[config.mk]
export PLATFORM = sky130hd
export DESIGN_NAME = cvsd_encoder
export DESIGN_NICKNAME = d
export VERILOG_FILES = /design/src/rtl/cvsd_pkg.sv /design/src/rtl/cvsd_rate_gen.sv /design/src/rtl/cvsd_history.sv /design/src/rtl/cvsd_level_sel.sv /design/src/rtl/cvsd_encoder.sv
export SDC_FILE = /design/constraint.sdc
export NUM_CORES = 1
export LEC_CHECK = 0
export ABC_AREA = 0
export BUFFER_PORTS_ARGS = -buffer_cell sky130_fd_sc_hd__clkbuf_2
export CORE_ASPECT_RATIO = 1.25
export CORE_MARGIN = 2
export CORE_UTILIZATION = 59
export CTS_BUF_LIST = sky130_fd_sc_hd__clkbuf_16
export DETAILED_ROUTE_END_ITERATION = 7
export PLACE_DENSITY = 0.85
export SLEW_MARGIN = 20
export SYNTH_ARGS = -nofsm -noshare
export SYNTH_HDL_FRONTEND = slang
export SYNTH_SLANG_ARGS = --single-unit
[constraint.sdc]
create_clock -name clk -period 4.65 [get_ports clk]
set_input_delay 0.93 -clock clk [delete_from_list [all_inputs] [get_ports clk]]
set_output_delay 0.93 -clock clk [all_outputs]
set_load 0.05 [all_outputs]
[src/rtl/cvsd_pkg.sv]
// Package: shared widths, constants and the rate-select encoding for the
// adaptive-step delta encoder. Assumes 8-bit unsigned samples.
package cvsd_pkg;
    localparam int unsigned LVL_W = 8;
    typedef logic [LVL_W-1:0] level_t;
    localparam level_t LVL_MID = 8'd128;
    localparam level_t LVL_TOP = 8'd255;

    // Line-rate select: divide factor is BASE_DIV times 1, 2 or 4
    typedef enum logic [1:0] {
        RATE_X1  = 2'd0,
        RATE_X2  = 2'd1,
        RATE_X4  = 2'd2,
        RATE_X4B = 2'd3
    } rate_e;
endpackage

[src/rtl/cvsd_rate_gen.sv]
// Bit-period strobe generator. Divides the system clock by BASE_DIV, 2*BASE_DIV
// or 4*BASE_DIV depending on rate_sel_i and emits a one-cycle pulse per period.
// Assumes BASE_DIV >= 2. A rate change takes effect at the next counter wrap or
// immediately if the counter already exceeds the new limit.
module cvsd_rate_gen
    import cvsd_pkg::*;
#(
    parameter int unsigned BASE_DIV = 1024
) (
    input  logic       clk,
    input  logic       rst_n,
    input  logic [1:0] rate_sel_i,
    output logic       stb_o
);
    localparam int unsigned MAX_DIV = 4 * BASE_DIV;
    localparam int unsigned CNT_W   = $clog2(MAX_DIV);

    logic [CNT_W-1:0] cnt_q;
    logic [CNT_W-1:0] limit;
    logic             stb_q;

    // Terminal count for the selected rate
    always_comb begin
        case (rate_e'(rate_sel_i))
            RATE_X1: limit = CNT_W'(BASE_DIV - 1);
            RATE_X2: limit = CNT_W'(2 * BASE_DIV - 1);
            default: limit = CNT_W'(MAX_DIV - 1);
        endcase
    end

    // Free-running divider and strobe register
    always_ff @(posedge clk) begin
        if (!rst_n) begin
            cnt_q <= '0;
            stb_q <= 1'b0;
        end else if (cnt_q >= limit) begin
            cnt_q <= '0;
            stb_q <= 1'b1;
        end else begin
            cnt_q <= cnt_q + 1'b1;
            stb_q <= 1'b0;
        end
    end

    assign stb_o = stb_q;

    // the strobe never lasts longer than one cycle
    p_stb_pulse_r2: assert property (@(posedge clk) disable iff (!rst_n)
        stb_q |=> !stb_q);
    // the strobe rises only as the divider restarts
    p_stb_at_wrap_r2: assert property (@(posedge clk) disable iff (!rst_n)
        $rose(stb_q) |-> (cnt_q == '0));
endmodule

[src/rtl/cvsd_history.sv]
// Decision history: a HIST_W-bit serial-in shift register that takes one
// decision per strobe. Reports a run (all bits equal after the shift in the
// current strobe cycle) and drives the oldest bit as the coded output.
module cvsd_history #(
    parameter int unsigned HIST_W = 3
) (
    input  logic clk,
    input  logic rst_n,
    input  logic stb_i,
    input  logic dec_i,
    output logic run_o,
    output logic bit_o
);
    logic [HIST_W-1:0] hist_q;
    logic [HIST_W-1:0] hist_nx;

    // Next history including the decision made in this cycle
    assign hist_nx = {hist_q[HIST_W-2:0], dec_i};
    // Slope overload: every remembered decision points the same way
    assign run_o   = (&hist_nx) | ~(|hist_nx);

    // Shift register advancing once per strobe
    always_ff @(posedge clk) begin
        if (!rst_n) begin
            hist_q <= '0;
        end else if (stb_i) begin
            hist_q <= hist_nx;
        end
    end

    assign bit_o = hist_q[HIST_W-1];

    // older bits move up by one place on each strobe
    p_hist_shift_r4: assert property (@(posedge clk) disable iff (!rst_n)
        stb_i |=> (hist_q[HIST_W-1:1] == $past(hist_q[HIST_W-2:0])));
    // the newest bit is the decision presented in the strobe cycle
    p_hist_new_r4: assert property (@(posedge clk) disable iff (!rst_n)
        stb_i |=> (hist_q[0] == $past(dec_i)));
    // no movement between strobes
    p_hist_hold_r4: assert property (@(posedge clk) disable iff (!rst_n)
        !stb_i |=> $stable(hist_q));
endmodule

[src/rtl/cvsd_level_sel.sv]
// Level select: adapts the step from the run flag and moves the stored
// reference by that step in the direction of the latest decision. The stored
// reference is the one-bit-period delay seen by the comparator. Assumes
// 1 <= STEP_INC and STEP_MAX <= 255.
module cvsd_level_sel
    import cvsd_pkg::*;
#(
    parameter int unsigned STEP_INC = 4,
    parameter int unsigned STEP_MAX = 16
) (
    input  logic   clk,
    input  logic   rst_n,
    input  logic   stb_i,
    input  logic   dec_i,
    input  logic   run_i,
    output level_t ref_o
);
    localparam int unsigned STEP_W = $clog2(STEP_MAX + 1);

    level_t            ref_q;
    level_t            ref_nx;
    logic [STEP_W-1:0] step_q;
    logic [STEP_W-1:0] step_nx;
    logic [8:0]        step_sum;
    logic [8:0]        ref_up;

    // Step adaptation: grow and clamp during a run, else minimum step
    always_comb begin
        step_sum = 9'(step_q) + 9'(STEP_INC);
        if (!run_i) begin
            step_nx = STEP_W'(1);
        end else if (step_sum > 9'(STEP_MAX)) begin
            step_nx = STEP_W'(STEP_MAX);
        end else begin
            step_nx = step_sum[STEP_W-1:0];
        end
    end

    // Reference update with clamping at both rails
    always_comb begin
        ref_up = {1'b0, ref_q} + 9'(step_nx);
        if (dec_i) begin
            ref_nx = (9'(step_nx) > {1'b0, ref_q}) ? '0 : ref_q - 8'(step_nx);
        end else begin
            ref_nx = (ref_up > {1'b0, LVL_TOP}) ? LVL_TOP : ref_up[7:0];
        end
    end

    // Reference and step registers, loaded once per strobe
    always_ff @(posedge clk) begin
        if (!rst_n) begin
            ref_q  <= LVL_MID;
            step_q <= STEP_W'(1);
        end else if (stb_i) begin
            ref_q  <= ref_nx;
            step_q <= step_nx;
        end
    end

    assign ref_o = ref_q;

    // the step stays between one and its ceiling
    p_step_range_r5: assert property (@(posedge clk) disable iff (!rst_n)
        (step_q >= STEP_W'(1)) && (step_q <= STEP_W'(STEP_MAX)));
    // a run with room below the ceiling grows the step by the increment
    p_step_grow_r5: assert property (@(posedge clk) disable iff (!rst_n)
        (stb_i && run_i && (9'(step_q) + 9'(STEP_INC) <= 9'(STEP_MAX)))
        |=> (9'(step_q) == 9'($past(step_q)) + 9'(STEP_INC)));
    // mixed history brings the step back to one
    p_step_min_r6: assert property (@(posedge clk) disable iff (!rst_n)
        (stb_i && !run_i) |=> (step_q == STEP_W'(1)));
    // decision 0 raises the reference unless already at the top rail
    p_ref_up_r7: assert property (@(posedge clk) disable iff (!rst_n)
        (stb_i && !dec_i && (ref_q != LVL_TOP)) |=> (ref_q > $past(ref_q)));
    // decision 1 lowers the reference unless already at zero
    p_ref_down_r7: assert property (@(posedge clk) disable iff (!rst_n)
        (stb_i && dec_i && (ref_q != '0)) |=> (ref_q < $past(ref_q)));
    // no wrap past a rail
    p_ref_no_wrap_r8: assert property (@(posedge clk) disable iff (!rst_n)
        (stb_i && !dec_i) |=> (ref_q >= $past(ref_q)));
    // reference and step hold between strobes
    p_ref_hold_r9: assert property (@(posedge clk) disable iff (!rst_n)
        !stb_i |=> ($stable(ref_q) && $stable(step_q)));
endmodule

[src/rtl/cvsd_encoder.sv]
// Top of the adaptive-step delta encoder. Compares each sample with the stored
// reference once per bit period, records the decision in a short history,
// adapts the step and updates the reference. Assumes pcm_in is stable in the
// cycle where bit_stb is high.
module cvsd_encoder
    import cvsd_pkg::*;
#(
    parameter int unsigned BASE_DIV = 1024,
    parameter int unsigned STEP_INC = 4,
    parameter int unsigned STEP_MAX = 16
) (
    input  logic       clk,
    input  logic       rst_n,
    input  logic [1:0] rate_sel,
    input  logic [7:0] pcm_in,
    output logic       bit_stb,
    output logic       bit_out
);
    logic   stb;
    logic   dec;
    logic   run;
    level_t ref_lvl;

    cvsd_rate_gen #(
        .BASE_DIV (BASE_DIV)
    ) u_rate (
        .clk        (clk),
        .rst_n      (rst_n),
        .rate_sel_i (rate_sel),
        .stb_o      (stb)
    );

    // Comparator: 0 when the reference lies below the sample
    assign dec = (ref_lvl < pcm_in) ? 1'b0 : 1'b1;

    cvsd_history #(
        .HIST_W (3)
    ) u_hist (
        .clk   (clk),
        .rst_n (rst_n),
        .stb_i (stb),
        .dec_i (dec),
        .run_o (run),
        .bit_o (bit_out)
    );

    cvsd_level_sel #(
        .STEP_INC (STEP_INC),
        .STEP_MAX (STEP_MAX)
    ) u_level (
        .clk   (clk),
        .rst_n (rst_n),
        .stb_i (stb),
        .dec_i (dec),
        .run_i (run),
        .ref_o (ref_lvl)
    );

    assign bit_stb = stb;

    // the coded bit moves only on the edge closing a strobe cycle
    p_bit_hold_r4: assert property (@(posedge clk) disable iff (!rst_n)
        !stb |=> $stable(bit_out));
endmodule

Yosys cells after proc, flatten, opt, wreduce, memory -nomap -nowiden
Index checks and enable logic that the tools add are counted.
- word-level logic and storage cells: 30
- register bits after elaboration: 29
- output and inout port bits: 2
- bitwise operators: 3
- add/subtract/negate cells: 4
- mux-type cells: 8
- $lt $le $gt $ge: 5
- reduce and logical (&&, ||, !) cells: 4
- eq/ne operators: 1
- operator list (kind ; count):
    $mux W8 ; 3
    $pmux W12 S2 ; 1
    $add A12 B1 Y12 const B ; 1
    $ge A12 B12 Y1 ; 1
    $mux W5 ; 2
    $add A8 B5 Y9 ; 1
    $gt A9 B5 Y1 const B ; 1
    $gt A9 B8 Y1 const B ; 1
    $gt A5 B8 Y1 ; 1
    $lt A8 B8 Y1 ; 1
    $sub A8 B5 Y8 ; 1
    $add A5 B3 Y6 const B ; 1
    $reduce_and A3 Y1 ; 1
    $reduce_or A3 Y1 ; 1
    $eq A2 B1 Y1 const B ; 1
    $logic_not A2 Y1 ; 1
    $mux W1 ; 2
    $not A1 Y1 ; 2
    $reduce_or A2 Y1 ; 1
    $or A1 B1 Y1 ; 1

Depth between registers and ports, before layout
Gate-level depths: netlist of run 1.
- word-level depth: 10
- depth in mapped cells: 18

Modules after synthesis
Synthesis of run 1 repeated with hierarchy kept, for this count alone.
- cell total of the unflattened synthesis: 265
- area, all modules: 2165.8 µm²
- modules (own cells, without submodules) (module ; sequential area each (µm²) ; area an instance (µm²) ; times used ; cells each):
    cvsd_level_sel ; 260.2 ; 1280.0 ; 1 ; 166
    cvsd_rate_gen ; 260.2 ; 589.3 ; 1 ; 63
    cvsd_encoder ; 0.0 ; 172.7 ; 1 ; 24
    cvsd_history ; 60.1 ; 123.9 ; 1 ; 12

Worst setup path before layout of run 1
Ideal clock, no wire load.
- kind: in2reg
- from: input pcm_in[7]
- to: register u_level.ref_q[5] (netlist: u_level.ref_o[5])
- cell stages on the path: 17
- path slack: 557 ps
- buffers on the path: 1
- arrival: 3974 ps
- setup time: 119 ps
- cell sequence: inv_1 > ha_1 > a211oi_1 > o221a_2 > nor3_2 > or2_1 > buf_6 > nand2_1 > ha_1 > inv_1 > fa_1 > a211oi_1 > nor2_1 > and2b_1 > nor4_1 > o21a_1 > o221a_2
- cells in the longest elaborated chain, start to end: 10
- elaborated cells between the ends (all ways): 14
- classes of those cells: add/sub (2); order compare (3); mux (5); bitwise (2); reduce/logical (2)
- RTL lines (item ; line ; source):
    start, declared ; cvsd_encoder.sv:15 ; input logic [7:0] pcm_in,
    $lt A8 B8 Y1 * ; cvsd_encoder.sv:34 ; assign dec = (ref_lvl < pcm_in) ? 1'b0 : 1'b1;
    $mux W1 * ; cvsd_encoder.sv:34 ;
    $reduce_or A3 Y1 ; cvsd_history.sv:20 ; assign run_o = (&hist_nx) | ~(|hist_nx);
    $not A1 Y1 ; cvsd_history.sv:20 ;
    $or A1 B1 Y1 * ; cvsd_history.sv:20 ;
    $mux W5 * ; cvsd_level_sel.sv:30 ; if (!run_i) begin
    via u_level.step_nx[0] ; cvsd_level_sel.sv:23 ; logic [STEP_W-1:0] step_nx;
    $add A8 B5 Y9 ; cvsd_level_sel.sv:41 ; ref_up = {1'b0, ref_q} + 9'(step_nx);
    $gt A9 B8 Y1 ; cvsd_level_sel.sv:45 ; ref_nx = (ref_up > {1'b0, LVL_TOP}) ? LVL_TOP : ref_up[7:0];
    $mux W8 ; cvsd_level_sel.sv:45 ;
    $mux W8 * ; cvsd_level_sel.sv:42 ; if (dec_i) begin
    end signal, assigned ; cvsd_level_sel.sv:55 ; ref_q <= ref_nx;
    end, declared ; cvsd_level_sel.sv:20 ; level_t ref_q;
Mark *: on every way through the listed nets, which the timed path passes. The rest lies on a longest branch.
A chain may end at the register's enable or synchronous reset.

Worst setup path after layout of run 1
- from: input pcm_in[7]
- to: register u_level.ref_q[4] (netlist: u_level.ref_o[4])
Same word-level chain as after synthesis.

==> results of run 1 <==
-- state kept, by name (all words and copies together), names as in the netlist --
register,flops
u_rate.cnt_q,12
u_level.ref_o,8
u_level.step_q,5
u_hist.hist_q,3
u_rate.stb_o,1
-- power groups by stage --
stage	logic, mW	clock network (mW)	registers, mW
6_report	0.0421	0.360	0.253
5_1_grt	0.0469	0.378	0.253
4_1_cts	0.0418	0.365	0.253
3_5_place_dp	0.0406	0	0.258
3_3_place_gp	0.0397	0	0.258
2_1_floorplan	0.0294	0	0.258
-- logic make-up (layout without fill, tap and decap cells) --
group,Yosys count,in the layout,synth area share
AO/OA/AOI/OAI,68,68,0.229
buffers and inverters,31,43,0.0612
flip-flops,29,29,0.276
XOR/XNOR,12,12,0.0499
AND/OR/NAND/NOR,92,92,0.221
multiplexers,4,4,0.0196
adder cells (fa/ha/maj),23,23,0.144
-- layout by cell type (no fill, tap or decap), drive strengths merged, types with 11 or more instances in the layout --
cell | netlist | routed
ha | 21 | 21
a21oi | 17 | 17
nand2 | 19 | 19
nor2 | 27 | 27
o21ai | 14 | 14
inv | 20 | 21
clkbuf | 7 | 18
nand3 | 11 | 11
dfxtp | 29 | 29
-- worst paths after layout --
path	from	slack [ps]	end	cells past startpoint
worst max register to register	u_level.ref_o[7]$_SDFFE_PN1P_	690	u_level.ref_o[4]$_SDFFE_PN0P_	14
worst min-delay path	u_rate.cnt_q[0]$_SDFF_PP0_	450	u_rate.cnt_q[0]$_SDFF_PP0_	1
worst max-delay path	pcm_in[7]	350	u_level.ref_o[4]$_SDFFE_PN0P_	16
worst min register to register	u_rate.cnt_q[0]$_SDFF_PP0_	450	u_rate.cnt_q[0]$_SDFF_PP0_	1
-- layer usage --
metal	GRT usage	up-vias
met3	0.0768	20
met5	0	-
met2	0.439	91
met1	0.323	919
li1	-	945
met4	0.121	0
-- area by class of cell --
class | instances | area [sq um] | area share
repair buffers | 15 | 80.1 | 0.0342
clock buffers | 5 | 125 | 0.0534
flip-flops and latches | 29 | 581 | 0.248
clock inverters | 3 | 37.5 | 0.0160
multi-input cells | 199 | 1400 | 0.596
well taps | 39 | 48.8 | 0.0208
inverters | 20 | 75.1 | 0.0320
-- critical path: stages --
cell	delay (ps)
clkbuf_2	80
inv_1	30
ha_1	300
a211oi_1	380
o221ai_2	200
a211oi_2	300
or2_1	300
nand2_1	120
ha_1	230
fa_1	390
nor2b_1	170
o21ai_0	290
a21o_1	240
o21ai_0	180
o221ai_1	230
a21oi_1	90
-- stage by stage --
stage          instances  power [mW]  hold slack, ps  setup slack (ps)  cell area [sq um]
6_report             310       0.656             454               354               2340
2_1_floorplan        259       0.287             413               557               2110
3_5_place_dp         302       0.299             433               153               2180
5_1_grt              310       0.678             500              78.3               2340
4_1_cts              310       0.660             460               406               2340
3_3_place_gp         302       0.298             420               232               2180
==> flow_summary_export.csv, run 1 <==
group,metric,value,unit
status,status,"finished, final reports clean",
cts,numCtsBuffers,5,
cts,cts_resized,0,
synthesis,yosys_warnings,0,
power,pwr-share-clk,0.549,
floorplanning,rows,24,
timing,fmax,233,MHz
floorplanning,dieArea,4070,sq um
power,swShare,0.212,
detailed_routing,post-route-drc-count,0,
synthesis,synth_most_common_cell,"dfxtp_1",
global_routing,grt_start_max_net_pins,20,
flow_run,drv_cap,0,
synthesis,ys_top_cells_by_count,"dfxtp_1 (29), nor2_1 (27), ha_1 (21)",
layout,syn_to_final_growth,11.3,%
power,p_per_area,280,nW/um^2
power,p_int,0.516,mW
detailed_routing,drt-pass1-iter-count,4,
detailed_routing,drtAntennaViolNets,0,
timing,fin_crit,4300,ps
global_routing,grt-ovfl-total,0,
floorplanning,initial_core_util,0.610,
cts,cts_setup_buffers,0,
timing,setup-tns-final,0,ps
synthesis,synthArstFlopShare,0,
timing,worst_pin_slew,744,ps
timing,slew_viol_final,0,
synthesis,synth-main-ff-cell,"dfxtp_1",
synthesis,syn_area_per_cell,8.14,sq um
global_routing,grt_pass1_vias,1897,
synthesis,yosysSeqAreaShare,0.276,
power,pwr-share-comb,0.064,
floorplanning,die_h,70.8,um
detailed_routing,met3_length,333,um
timing,fin_crit_sh,0.924,
cts,clk_latency,280,ps
detailed_routing,m1WireLength,2020,um
detailed_routing,highest_layer,"met4",
timing,slew_headroom,0.503,
critical_path,cp-end-kind,"flop",
power,power_frac_seq,0.387,
cts,cts_hold_buf,0,
synthesis,synth.cell_area,2110,sq um
cts,root_buffer,"clkbuf_16",
global_routing,track_usage,0.269,
cts,tritoncts,"done",
layout,fin_util,0.679,
detailed_routing,vias_per_cell,6.37,
layout,nNetsFinal,305,
synthesis,synth.net_count,294,
placed_design,dp_hpwl,3460,um
synthesis,ys_ff_latch,29,
timing,setup_viol_count_final,0,
timing,rsz0062_at_grt,"false",
synthesis,syn_inst,259,
critical_path,path_class,"in2reg",
global_routing,antenna_found_initial,0,
critical_path,worstPathRequired,4800,ps
layout,num-fill-cells,283,
critical_path,crit_fanout,8,
floorplanning,die_x,57.5,um
critical_path,arrival,4450,ps
power,power_leakage,1.03,nW
critical_path,cp-start-kind,"primary input",
cts,clk_pin_slew,50,ps
power,netSwitchingPower,0.139,mW
detailed_routing,totalWireLength,4940,um
floorplanning,pin_count,14,
cts,clock_path_buffers,2,
detailed_routing,vias,1975,
synthesis,synth_top_cell_by_area,"dfxtp_1",
min_path,hold_path.class,"reg2reg",
global_routing,grt_first_pass_wirelength,8520,um
synthesis,synth_edf_count,0,
floorplanning,core_area,3450,sq um
layout,drive_gt1_frac,0.125,
cts,cts.sinks,29,
synthesis,synth.area.top_cells,"dfxtp_1 (28%), ha_1 (12%), nor2_1 (4.8%)",
layout,num_antenna_cells,0,
cts,h-tree-depth,2,
detailed_routing,drtIter0Drc,78,
timing,hold_violations,0,
placed_design,port_buffers,13,
detailed_routing,met2_length,2400,um
detailed_routing,detail_route.wl_per_cell,15.9,um
timing,skew,7.42,ps
placed_design,gp_congestion,1.00,
power,vdd_drop_max,0.290,mV
synthesis,synth.top_cell.area_share,0.276,
synthesis,ys_types,53,
No activity file was read; power rests on OpenSTA's default activity.
==> inputs of run 2 (changes only) <==
clock period = 4.5 ns   (was 4.65 ns; I/O delays follow)
==> flow_summary_export.csv, run 2 (synthesis results as in run 1) <==
group,metric,value,unit
timing,fmax,232,MHz
layout,nNetsFinal,307,
critical_path,path_buf_inv,3,
floorplanning,die_h,70.8,um
detailed_routing,detail_route.wl_per_cell,15.3,um
status,status,"finished, final reports clean",
critical_path,cp-end-kind,"flop",
cts,cts.sinks,29,
placed_design,dp_hpwl,3410,um
timing,hold_violations,0,
critical_path,critical-path-top-delay-family,"compound AO/OA/AOI/OAI gates",
min_path,hp-start,"u_rate.cnt_q[0]$_SDFF_PP0_",
floorplanning,core_area,3450,sq um
timing,slew_headroom,0.520,
critical_path,worstPathRequired,4670,ps
critical_path,ff2ff_path_depth,15,
layout,syn_to_final_growth,12.0,%
power,power_leakage,1.04,nW
cts,h-tree-depth,2,
min_path,hold_path.class,"reg2reg",
layout,num-fill-cells,274,
timing,skew,4.81,ps
global_routing,track_usage,0.255,
critical_path,crit_path_cell_trace,"clkbuf_2, inv_1, ha_1, a211oi_1, o221a_2, nor3_2, or2_1, nand2_1, ha_1, inv_1, fa_1, a211oi_1, nor2_1, and2b_1, nor4_1, o21a_1, o221a_2",
flow_run,drv_cap,0,
placed_design,gp_congestion,0.962,
timing,setup_viol_count_final,0,
global_routing,antenna_found_initial,0,
floorplanning,die_x,57.5,um
cts,clk_latency,280,ps
floorplanning,initial_core_util,0.610,
cts,cts_resized,0,
timing,whs,443,ps
layout,largest_reg_flops,12,
layout,num_antenna_cells,0,
critical_path,arrival,4470,ps
placed_design,port_buffers,13,
layout,final_cell_mix,"dfxtp_1 (29), nor2_1 (27), inv_1 (21), ha_1 (21), nand2_1 (19)",
critical_path,cpPeakStageDelay,420,ps
timing,fin_crit,4310,ps
floorplanning,dieArea,4070,sq um
global_routing,grt_first_pass_wirelength,8110,um
critical_path,r2r_setup_slack,500,ps
cts,cts_hold_buf,0,
cts,tritoncts,"done",
global_routing,grt-ovfl-total,0,
global_routing,grt_start_max_net_pins,20,
critical_path,worstReg2RegStart,"u_level.ref_o[7]$_SDFFE_PN1P_",
min_path,hold_depth,1,
timing,fin_crit_sh,0.957,
critical_path,cpMaxStageDelayCell,"fa_1",
cts,clk_pin_slew,50,ps
power,p_per_area,287,nW/um^2
timing,worst_pin_slew,718,ps
critical_path,path_class,"in2reg",
floorplanning,rows,24,
critical_path,crit_fanout,8,
min_path,holdPathEnd,"u_rate.cnt_q[0]$_SDFF_PP0_",
layout,stdcell_count,312,
timing,slew_viol_final,0,
detailed_routing,vias,1950,
detailed_routing,drtIter0Drc,101,
detailed_routing,totalWireLength,4770,um
placed_design,dp_cells,304,
cts,root_buffer,"clkbuf_16",
floorplanning,pin_count,14,
cts,numCtsBuffers,5,
critical_path,r2r_end,"u_level.ref_o[5]$_SDFFE_PN0P_",
critical_path,cp-start-kind,"primary input",
detailed_routing,drtAntennaViolNets,0,
timing,rsz0062_at_grt,"false",
layout,final_common_cell,"dfxtp_1",
layout,drive_gt1_frac,0.132,
global_routing,grt_pass1_vias,1850,
detailed_routing,vias_per_cell,6.25,
detailed_routing,post-route-drc-count,0,
detailed_routing,drt-pass1-iter-count,5,
cts,clock_path_buffers,2,
power,vdd_drop_max,0.294,mV
layout,seq_area,581,sq um
layout,multiInputGateArea,1400,sq um
layout,largest-register,"u_rate.cnt_q",
cts,cts_setup_buffers,0,
==> run 2: cell count changes in the layout (fill, tap and decap cells not counted) <==
cell   change
buf_4      +2
==> run 2: stage by stage <==
stage	setup TNS [ps]	worst slack (ps)	area, sq um	util	total power, mW
floorplan	0	437	2110	-	0.296
global placement	0	155	2200	0.636	0.309
detailed placement	-7.78	-7.78	2200	0.636	0.310
CTS	0	247	2360	0.683	0.681
global route	0	95.0	2360	0.683	0.700
finish	0	195	2360	0.683	0.678
==> run 2: power breakdown <==
part	internal, mW	switching (mW)
Sequential	0.260	0.00180
Combinational	0.0180	0.0257
Clock	0.257	0.116
Total	0.534	0.144
==> run 2: worst max path at each step <==
stage                                     to  slack, ps  startpoint  cells past startpoint
3_3_place_gp   u_level.ref_o[5]$_SDFFE_PN0P_        150   pcm_in[7]                     17
4_1_cts        u_level.ref_o[5]$_SDFFE_PN0P_        250   pcm_in[7]                     17
3_5_place_dp   u_level.ref_o[5]$_SDFFE_PN0P_         -8   pcm_in[7]                     17
6_report       u_level.ref_o[5]$_SDFFE_PN0P_        190   pcm_in[7]                     17
5_1_grt        u_level.ref_o[5]$_SDFFE_PN0P_         90   pcm_in[7]                     17
2_1_floorplan  u_level.ref_o[5]$_SDFFE_PN0P_        440   pcm_in[7]                     17
==> run 2: routing by layer <==
layer  vias to the layer above  wire (um)  global-route usage
li1                        947          -                   -
met1                       892       1990               0.317
met2                        91       2180               0.394
met3                        20        389              0.0676
met4                         0        210               0.150
met5                         -          0                   0
==> run 2: final cells by class <==
| type | count | share of cell area |
|---|---|---|
| Tap cell | 39 | 0.0207 |
| Inverter | 20 | 0.0318 |
| Multi-Input combinational cell | 199 | 0.592 |
| Clock buffer | 5 | 0.0530 |
| Timing Repair Buffer | 17 | 0.0403 |
| Sequential cell | 29 | 0.246 |
| Clock inverter | 3 | 0.0159 |
==> run 2: worst reg2reg max path: stages, from the launching register on <==
cell and delay [ps]:
dfxtp_1 440, ha_1 290, a211oi_1 360, o221a_2 340
nor3_2 90, or2_1 340, nand2_1 120, ha_1 170
inv_1 70, fa_1 420, a211oi_1 310, nor2_1 150
and2b_1 290, nor4_1 60, o21a_1 190, o221a_2 280
